**config.mk**
```make
export PLATFORM = sky130hd
export DESIGN_NAME = miss_recur_pf
export DESIGN_NICKNAME = d
export VERILOG_FILES = /design/src/rtl/mrp_pkg.sv /design/src/rtl/mrp_miss_counter.sv /design/src/rtl/mrp_track_table.sv /design/src/rtl/mrp_issue_arb.sv /design/src/rtl/mrp_pf_buffer.sv /design/src/rtl/miss_recur_pf.sv
export SDC_FILE = /design/constraint.sdc
export NUM_CORES = 2
export LEC_CHECK = 0
export BUFFER_PORTS_ARGS = -buffer_cell sky130_fd_sc_hd__clkbuf_2
export CORE_MARGIN = 3
export CORE_UTILIZATION = 50
export CTS_BUF_LIST = sky130_fd_sc_hd__clkbuf_2
export DETAILED_ROUTE_END_ITERATION = 10
export HOLD_SLACK_MARGIN = 0.12
export PLACE_DENSITY = 0.71
export SYNTH_ARGS = -nofsm -noshare
export SYNTH_HDL_FRONTEND = slang
export SYNTH_SLANG_ARGS = --single-unit
```
**constraint.sdc**
```tcl
create_clock -name clk -period 11.8 [get_ports clk]
set_clock_uncertainty 0.05 [all_clocks]
set_input_delay 0.59 -clock clk [delete_from_list [all_inputs] [get_ports clk]]
set_output_delay 0.59 -clock clk [all_outputs]
set_load 0.02 [all_outputs]
```
**src/rtl/mrp_pkg.sv**
```systemverilog
package mrp_pkg;
    localparam int unsigned DEF_LINE_W = 20;
    localparam int unsigned DEF_CNT_W  = 16;
    localparam int unsigned DEF_TRK_N  = 8;
    localparam int unsigned DEF_PB_N   = 4;
    localparam int unsigned DEF_LEAD   = 1;
endpackage

```
**src/rtl/mrp_miss_counter.sv**
```systemverilog
module mrp_miss_counter #(
    parameter int unsigned CNT_W = mrp_pkg::DEF_CNT_W
) (
    input  logic             clk,
    input  logic             rst_n,
    input  logic             miss_valid,
    output logic [CNT_W-1:0] cnt_q
);
    logic [CNT_W-1:0] cnt_d;

    always_comb begin
        cnt_d = cnt_q;
        if (miss_valid) cnt_d = cnt_q + CNT_W'(1);
    end

    always_ff @(posedge clk) begin
        if (!rst_n) cnt_q <= '0;
        else        cnt_q <= cnt_d;
    end

    assert_cnt_step_R2: assert property (@(posedge clk) disable iff (!rst_n)
        miss_valid |=> cnt_q == $past(cnt_q) + CNT_W'(1));
    assert_cnt_hold_R2: assert property (@(posedge clk) disable iff (!rst_n)
        !miss_valid |=> $stable(cnt_q));
endmodule

```
**src/rtl/mrp_track_table.sv**
```systemverilog
module mrp_track_table #(
    parameter int unsigned LINE_W = mrp_pkg::DEF_LINE_W,
    parameter int unsigned CNT_W  = mrp_pkg::DEF_CNT_W,
    parameter int unsigned TRK_N  = mrp_pkg::DEF_TRK_N,
    parameter int unsigned LEAD   = mrp_pkg::DEF_LEAD
) (
    input  logic                         clk,
    input  logic                         rst_n,
    input  logic                         miss_valid,
    input  logic [LINE_W-1:0]            miss_line,
    input  logic [CNT_W-1:0]             cnt_q,
    input  logic [TRK_N-1:0]             grant,
    output logic [TRK_N-1:0]             pend,
    output logic [TRK_N-1:0][LINE_W-1:0] lines
);
    localparam int unsigned TRK_IW = (TRK_N > 1) ? $clog2(TRK_N) : 1;
    localparam logic [CNT_W-1:0] LEAD_C = CNT_W'(LEAD);
    localparam logic [CNT_W-1:0] ONE_C  = CNT_W'(1);

    typedef struct packed {
        logic              vld;
        logic [LINE_W-1:0] addr;
        logic [CNT_W-1:0]  stamp;
        logic [CNT_W-1:0]  gap;
        logic              has_gap;
        logic              armed;
    } trk_ent_t;

    typedef struct packed {
        trk_ent_t [TRK_N-1:0] ent;
        logic [TRK_N-1:0]     pend;
        logic [TRK_IW-1:0]    wptr;
    } trk_st_t;

    trk_st_t st_q, st_d;

    logic [TRK_N-1:0]  hit_vec;
    logic              hit_any;
    logic [TRK_IW-1:0] hit_idx;
    logic [CNT_W-1:0]  new_gap;
    logic [CNT_W-1:0]  cnt_next;

    always_comb begin
        hit_any = 1'b0;
        hit_idx = '0;
        for (int i = TRK_N - 1; i >= 0; i--) begin
            hit_vec[i] = st_q.ent[i].vld && (st_q.ent[i].addr == miss_line);
            if (hit_vec[i]) begin
                hit_any = 1'b1;
                hit_idx = TRK_IW'(i);
            end
        end
    end

    always_comb begin
        st_d     = st_q;
        st_d.pend = st_q.pend & ~grant;
        cnt_next = cnt_q + ONE_C;
        new_gap  = cnt_q - st_q.ent[hit_idx].stamp - ONE_C;

        if (miss_valid) begin
            if (hit_any) begin
                if (st_q.ent[hit_idx].has_gap && (new_gap == st_q.ent[hit_idx].gap)) begin
                    st_d.ent[hit_idx].armed = (new_gap >= LEAD_C);
                end else begin
                    st_d.ent[hit_idx].gap     = new_gap;
                    st_d.ent[hit_idx].has_gap = 1'b1;
                    st_d.ent[hit_idx].armed   = 1'b0;
                end
                st_d.ent[hit_idx].stamp = cnt_q;
            end else begin
                st_d.ent[st_q.wptr].vld     = 1'b1;
                st_d.ent[st_q.wptr].addr    = miss_line;
                st_d.ent[st_q.wptr].stamp   = cnt_q;
                st_d.ent[st_q.wptr].gap     = '0;
                st_d.ent[st_q.wptr].has_gap = 1'b0;
                st_d.ent[st_q.wptr].armed   = 1'b0;
                st_d.pend[st_q.wptr]        = 1'b0;
                if (st_q.wptr == TRK_IW'(TRK_N - 1)) st_d.wptr = '0;
                else                                 st_d.wptr = st_q.wptr + TRK_IW'(1);
            end
            for (int i = 0; i < TRK_N; i++) begin
                if (st_d.ent[i].armed &&
                    (cnt_next == st_d.ent[i].stamp + st_d.ent[i].gap + ONE_C - LEAD_C))
                    st_d.pend[i] = 1'b1;
            end
        end
    end

    always_ff @(posedge clk) begin
        if (!rst_n) st_q <= '0;
        else        st_q <= st_d;
    end

    always_comb begin
        pend = st_q.pend;
        for (int i = 0; i < TRK_N; i++) lines[i] = st_q.ent[i].addr;
    end

    assert_empty_after_reset_R1: assert property (@(posedge clk)
        !rst_n |=> (st_q.pend == '0) && (st_q.wptr == '0));
    assert_single_owner_R8: assert property (@(posedge clk) disable iff (!rst_n)
        $onehot0(hit_vec));

    for (genvar g = 0; g < TRK_N; g++) begin : g_chk
        assert_arm_needs_lead_R5: assert property (@(posedge clk) disable iff (!rst_n)
            st_q.ent[g].armed |-> (st_q.ent[g].gap >= LEAD_C) && st_q.ent[g].has_gap);
        assert_arm_needs_repeat_R3: assert property (@(posedge clk) disable iff (!rst_n)
            $rose(st_q.ent[g].armed) |-> $past(st_q.ent[g].has_gap));
    end
endmodule

```
**src/rtl/mrp_issue_arb.sv**
```systemverilog
module mrp_issue_arb #(
    parameter int unsigned LINE_W = mrp_pkg::DEF_LINE_W,
    parameter int unsigned TRK_N  = mrp_pkg::DEF_TRK_N
) (
    input  logic                         clk,
    input  logic                         rst_n,
    input  logic [TRK_N-1:0]             pend,
    input  logic [TRK_N-1:0][LINE_W-1:0] lines,
    output logic [TRK_N-1:0]             grant,
    output logic                         pf_valid,
    output logic [LINE_W-1:0]            pf_line
);
    typedef struct packed {
        logic              vld;
        logic [LINE_W-1:0] line;
    } arb_st_t;

    arb_st_t st_q, st_d;

    always_comb begin
        grant = '0;
        st_d  = '{vld: 1'b0, line: st_q.line};
        for (int i = TRK_N - 1; i >= 0; i--) begin
            if (pend[i]) begin
                grant     = '0;
                grant[i]  = 1'b1;
                st_d.vld  = 1'b1;
                st_d.line = lines[i];
            end
        end
    end

    always_ff @(posedge clk) begin
        if (!rst_n) st_q <= '0;
        else        st_q <= st_d;
    end

    assign pf_valid = st_q.vld;
    assign pf_line  = st_q.line;

    assert_grant_onehot_R2: assert property (@(posedge clk) disable iff (!rst_n)
        $onehot0(grant));
    assert_pf_from_pending_R2: assert property (@(posedge clk) disable iff (!rst_n)
        $rose(pf_valid) |-> $past(pend != '0));
endmodule

```
**src/rtl/mrp_pf_buffer.sv**
```systemverilog
module mrp_pf_buffer #(
    parameter int unsigned LINE_W = mrp_pkg::DEF_LINE_W,
    parameter int unsigned PB_N   = mrp_pkg::DEF_PB_N
) (
    input  logic              clk,
    input  logic              rst_n,
    input  logic              wr_en,
    input  logic [LINE_W-1:0] wr_line,
    input  logic              lk_en,
    input  logic [LINE_W-1:0] lk_line,
    output logic              hit
);
    localparam int unsigned PB_IW = (PB_N > 1) ? $clog2(PB_N) : 1;

    typedef struct packed {
        logic [PB_N-1:0]             vld;
        logic [PB_N-1:0][LINE_W-1:0] tag;
        logic [PB_IW-1:0]            wptr;
        logic                        hit;
    } pb_st_t;

    pb_st_t st_q, st_d;
    logic   dup;

    always_comb begin
        st_d     = st_q;
        st_d.hit = 1'b0;
        dup      = 1'b0;
        for (int i = 0; i < PB_N; i++) begin
            if (st_q.vld[i] && (st_q.tag[i] == wr_line)) dup = 1'b1;
            if (lk_en && st_q.vld[i] && (st_q.tag[i] == lk_line)) begin
                st_d.hit    = 1'b1;
                st_d.vld[i] = 1'b0;
            end
        end
        if (wr_en && !dup) begin
            st_d.vld[st_q.wptr] = 1'b1;
            st_d.tag[st_q.wptr] = wr_line;
            if (st_q.wptr == PB_IW'(PB_N - 1)) st_d.wptr = '0;
            else                               st_d.wptr = st_q.wptr + PB_IW'(1);
        end
    end

    always_ff @(posedge clk) begin
        if (!rst_n) st_q <= '0;
        else        st_q <= st_d;
    end

    assign hit = st_q.hit;

    assert_hit_follows_lookup_R7: assert property (@(posedge clk) disable iff (!rst_n)
        hit |-> $past(lk_en));
    assert_no_hit_after_reset_R1: assert property (@(posedge clk)
        !rst_n |=> !hit);
endmodule

```
**src/rtl/miss_recur_pf.sv**
```systemverilog
module miss_recur_pf #(
    parameter int unsigned LINE_W = mrp_pkg::DEF_LINE_W,
    parameter int unsigned CNT_W  = mrp_pkg::DEF_CNT_W,
    parameter int unsigned TRK_N  = mrp_pkg::DEF_TRK_N,
    parameter int unsigned PB_N   = mrp_pkg::DEF_PB_N,
    parameter int unsigned LEAD   = mrp_pkg::DEF_LEAD
) (
    input  logic              clk,
    input  logic              rst_n,
    input  logic              miss_valid,
    input  logic [LINE_W-1:0] miss_line,
    output logic              pf_valid,
    output logic [LINE_W-1:0] pf_line,
    output logic              pb_hit
);
    logic [CNT_W-1:0]             cnt_q;
    logic [TRK_N-1:0]             pend;
    logic [TRK_N-1:0]             grant;
    logic [TRK_N-1:0][LINE_W-1:0] lines;

    mrp_miss_counter #(.CNT_W(CNT_W)) u_cnt (
        .clk(clk), .rst_n(rst_n), .miss_valid(miss_valid), .cnt_q(cnt_q)
    );

    mrp_track_table #(.LINE_W(LINE_W), .CNT_W(CNT_W), .TRK_N(TRK_N), .LEAD(LEAD)) u_trk (
        .clk(clk), .rst_n(rst_n), .miss_valid(miss_valid), .miss_line(miss_line),
        .cnt_q(cnt_q), .grant(grant), .pend(pend), .lines(lines)
    );

    mrp_issue_arb #(.LINE_W(LINE_W), .TRK_N(TRK_N)) u_arb (
        .clk(clk), .rst_n(rst_n), .pend(pend), .lines(lines), .grant(grant),
        .pf_valid(pf_valid), .pf_line(pf_line)
    );

    mrp_pf_buffer #(.LINE_W(LINE_W), .PB_N(PB_N)) u_pb (
        .clk(clk), .rst_n(rst_n), .wr_en(pf_valid), .wr_line(pf_line),
        .lk_en(miss_valid), .lk_line(miss_line), .hit(pb_hit)
    );

    assert_idle_after_reset_R1: assert property (@(posedge clk)
        !rst_n |=> !pf_valid);
endmodule

```
==> flow_summary.json <==
{
  "grt_pass1_wl_mm": 236.2,
  "wl_per_cell_um": 26.41,
  "endpoint_kind": "flop",
  "tightest_slew_ps": 1529,
  "r2r-start": "u_trk.lines[2]",
  "cp_max_fo": 9,
  "cpMaxStageDelayCell": "a2111oi_0",
  "cpPeakStageDelay_ps": 830,
  "worst_hold_slack_ps": 167.9,
  "place_area_um2": 40560,
  "fp.dieH_um": 284.9,
  "hp-class": "input pin to flop",
  "finalSetupTns_ps": 0,
  "min_period_ps": 11560,
  "syn_avg_cell_area_um2": 7.955,
  "track_usage_pct": 38.51,
  "wirelength_mm": 162.2,
  "path_common_cell": "nand4_1",
  "cts-htree-levels": 4,
  "ys_warn_count": 0,
  "cts_sinks": 575,
  "finalHoldViolCount": 0,
  "crit_required_ps": 13130,
  "timing.final.crit_share_pct": 98.00,
  "synth_seq_cells": 575,
  "drt_pass1_iterations": 7,
  "first_iter_violations": 5997,
  "crit_arrival_ps": 12890,
  "min_from": "miss_line[3]",
  "synth_edf_count": 0,
  "vdd_drop_max_v": 0.00008350,
  "die_area_um2": 81170,
  "finalSetupViolCount": 0,
  "r2r_slack_ps": 440,
  "start_util_pct": 50.87,
  "maxCapViolations": 1,
  "powerDensity_nw_per_um2": 97.38,
  "root_buffer": "clkbuf_2",
  "clock_path_buffers": 3,
  "max_freq_ghz": 0.08648,
  "startpoint_type": "input pin",
  "rsz0062_at_grt": "false",
  "relSlewSlack_pct": -2.664,
  "cts_tree": "built",
  "power_leakage_uw": 0.01857,
  "dieWidth_um": 284.9,
  "syn_inst": 4889,
  "worstRegToRegCells": 38,
  "antenna_found_initial": 16,
  "grt_pass1_vias": 36820,
  "holdPathEnd": "u_trk.lines[3]",
  "violations": "max-capacitance violations, max-slew violations",
  "fp.coreArea_um2": 76450,
  "layout-drive-gt1-share_pct": 13.52,
  "grt_overflow_total": 0,
  "area_delta_synth_final_pct": 9.072,
  "ant_nets": 0,
  "clk_latency_ps": 1550,
  "syn_area_um2": 38890,
  "crit_type": "input pin to flop",
  "n_fill_cell": 7138,
  "dpl.hpwl_mm": 114.8,
  "drv_slew": 2,
  "grt_max_degree": 230,
  "cts_buffers": 161,
  "synth_seq_area_share_pct": 29.60,
  "drc_errors": 0,
  "fin_nets": 5159,
  "async_reset_ff_share_pct": 0,
  "synthesis.nets": 5063,
  "outcome": "finished with violations",
  "num_vias": 39340,
  "ys_types": 91,
  "io_pins": 45,
  "fin_area_um2": 42420,
  "r2r_end": "u_trk.pend[7]",
  "yosys_most_used_dff": "dfxtp_1",
  "clkTransAtPathRegs_ps": 100,
  "io_buffers": 44,
  "num_rows": 101,
  "vias_per_cell": 6.405,
  "gp_congestion": 1.111,
  "hold_depth": 4
}
==> report_power, final <==
group	switching, uW	internal [uW]	total [uW]
clock network	955	594	1550
logic	391	195	585
registers	29.4	1970	2000
==> registers in the layout, indices dropped and copies added, names as in the netlist <==
signal and flops:
u_pb.hit 1, u_arb.pf_line 20, u_arb.pf_valid 1, u_cnt.cnt_q 16, u_trk.st_q 283, u_trk.lines 160, u_pb.st_q 86, u_trk.pend 8
==> cells in the final DEF (no fill, tap or decap), types with 15 or more instances in the layout <==
cell type / Yosys / layout
nor4_1: 60 / 60
o22ai_1: 35 / 35
diode_2: 0 / 16
a22oi_1: 66 / 66
xor2_1: 218 / 217
nand2b_1: 17 / 17
xnor2_1: 382 / 378
dlygate4sd3_1: 0 / 36
a221oi_1: 25 / 25
nand2_1: 545 / 545
a21oi_1: 416 / 414
nor3_1: 140 / 138
inv_1: 44 / 42
dfxtp_1: 575 / 575
a22o_1: 62 / 62
o221ai_1: 21 / 21
o21ai_0: 87 / 86
a211oi_1: 19 / 19
clkinv_1: 0 / 21
nand4_1: 101 / 101
ha_1: 142 / 142
mux2_2: 130 / 130
nor2b_1: 17 / 17
nor2_1: 694 / 692
nand3_1: 91 / 91
and3_1: 23 / 23
and2_1: 22 / 22
o21a_1: 15 / 15
buf_4: 22 / 204
mux2i_1: 271 / 271
clkbuf_2: 0 / 281
a21o_1: 98 / 98
==> synth_stat cells (101+ instances only) <==
cell | number | area (um^2)
a21oi_1 | 416 | 2082
xor2_1 | 218 | 1909
mux2_2 | 130 | 1464
nor2_1 | 694 | 2605
clkbuf_1 | 260 | 975.9
nor3_1 | 140 | 700.7
nand2_1 | 545 | 2046
ha_1 | 142 | 1777
mux2i_1 | 271 | 2713
dfxtp_1 | 575 | 11510
nand4_1 | 101 | 631.9
xnor2_1 | 382 | 3346
==> critical path, delay by kind of cell <==
kind	cells	cell delay (ps)
fa+ha+maj	3	1260
xor+xnor	5	1160
simple gates	12	3480
buf+inv	6	1900
compound gates	16	4450
==> worst max path at each step <==
stage             startpoint            end  slack (ps)  depth (start not counted)
2_1_floorplan   miss_line[8]  u_trk.pend[5]        1350                         46
3_3_place_gp   miss_line[15]  u_trk.pend[7]         390                         40
3_5_place_dp   miss_line[15]  u_trk.pend[3]         300                         40
4_1_cts        miss_line[16]  u_trk.pend[7]         770                         43
5_1_grt        miss_line[19]  u_trk.pend[3]         100                         42
6_report       miss_line[19]  u_trk.pend[7]         240                         42
==> metrics by stage <==
| stage | worst slack (ps) | utilization, % | std cells | total power, uW |
|---|---|---|---|---|
| finish | 236.5 | 55.48 | 6143 | 4131 |
| global route | 96.00 | 55.46 | 6135 | 4261 |
| global placement | 388.7 | 53.05 | 5816 | 2581 |
| CTS | 767.9 | 55.42 | 6127 | 4108 |
| detailed placement | 299.2 | 53.05 | 5816 | 2585 |
| floorplan | 1352 | - | 4889 | 2392 |
==> kinds of logic after synthesis <==
logic type / after synthesis / share of synthesized area, %
AOI/OAI and AO/OA: 987 / 16.51
adders and majority gates: 151 / 5.032
DFF: 575 / 29.60
xor gates and xnor gates: 601 / 13.57
and+or+nand+nor: 1776 / 20.20
buffers and inverters: 396 / 4.237
muxes: 403 / 10.85
==> cell type report <==
class / count / area, um^2 / share of cell area [%]
antenna: 16 / 40.04 / 0.09438
clock buffer: 238 / 1191 / 2.808
clock inverter: 37 / 259.0 / 0.6105
inverter: 44 / 175.2 / 0.4129
multi-input combinational: 3918 / 25810 / 60.85
sequential: 575 / 11510 / 27.14
tap: 1030 / 1289 / 3.038
timing repair buffer: 285 / 2142 / 5.050
==> timing repair <==
action                     4_1_cts  5_1_grt
setup buffers                    0        0
hold buffers                    36        0
hold endpoints to repair       377        0
gates resized for setup          0        0
setup endpoints to repair        0        0
==> metal layers <==
| layer | global-route usage, % | wire length [um] |
|---|---|---|
| met5 | 0 | 57 |
| met1 | 46.80 | 60260 |
| met3 | 12.05 | 19450 |
| met2 | 57.32 | 68200 |
| met4 | 28.16 | 14260 |
(Power assumes the default switching activity.)
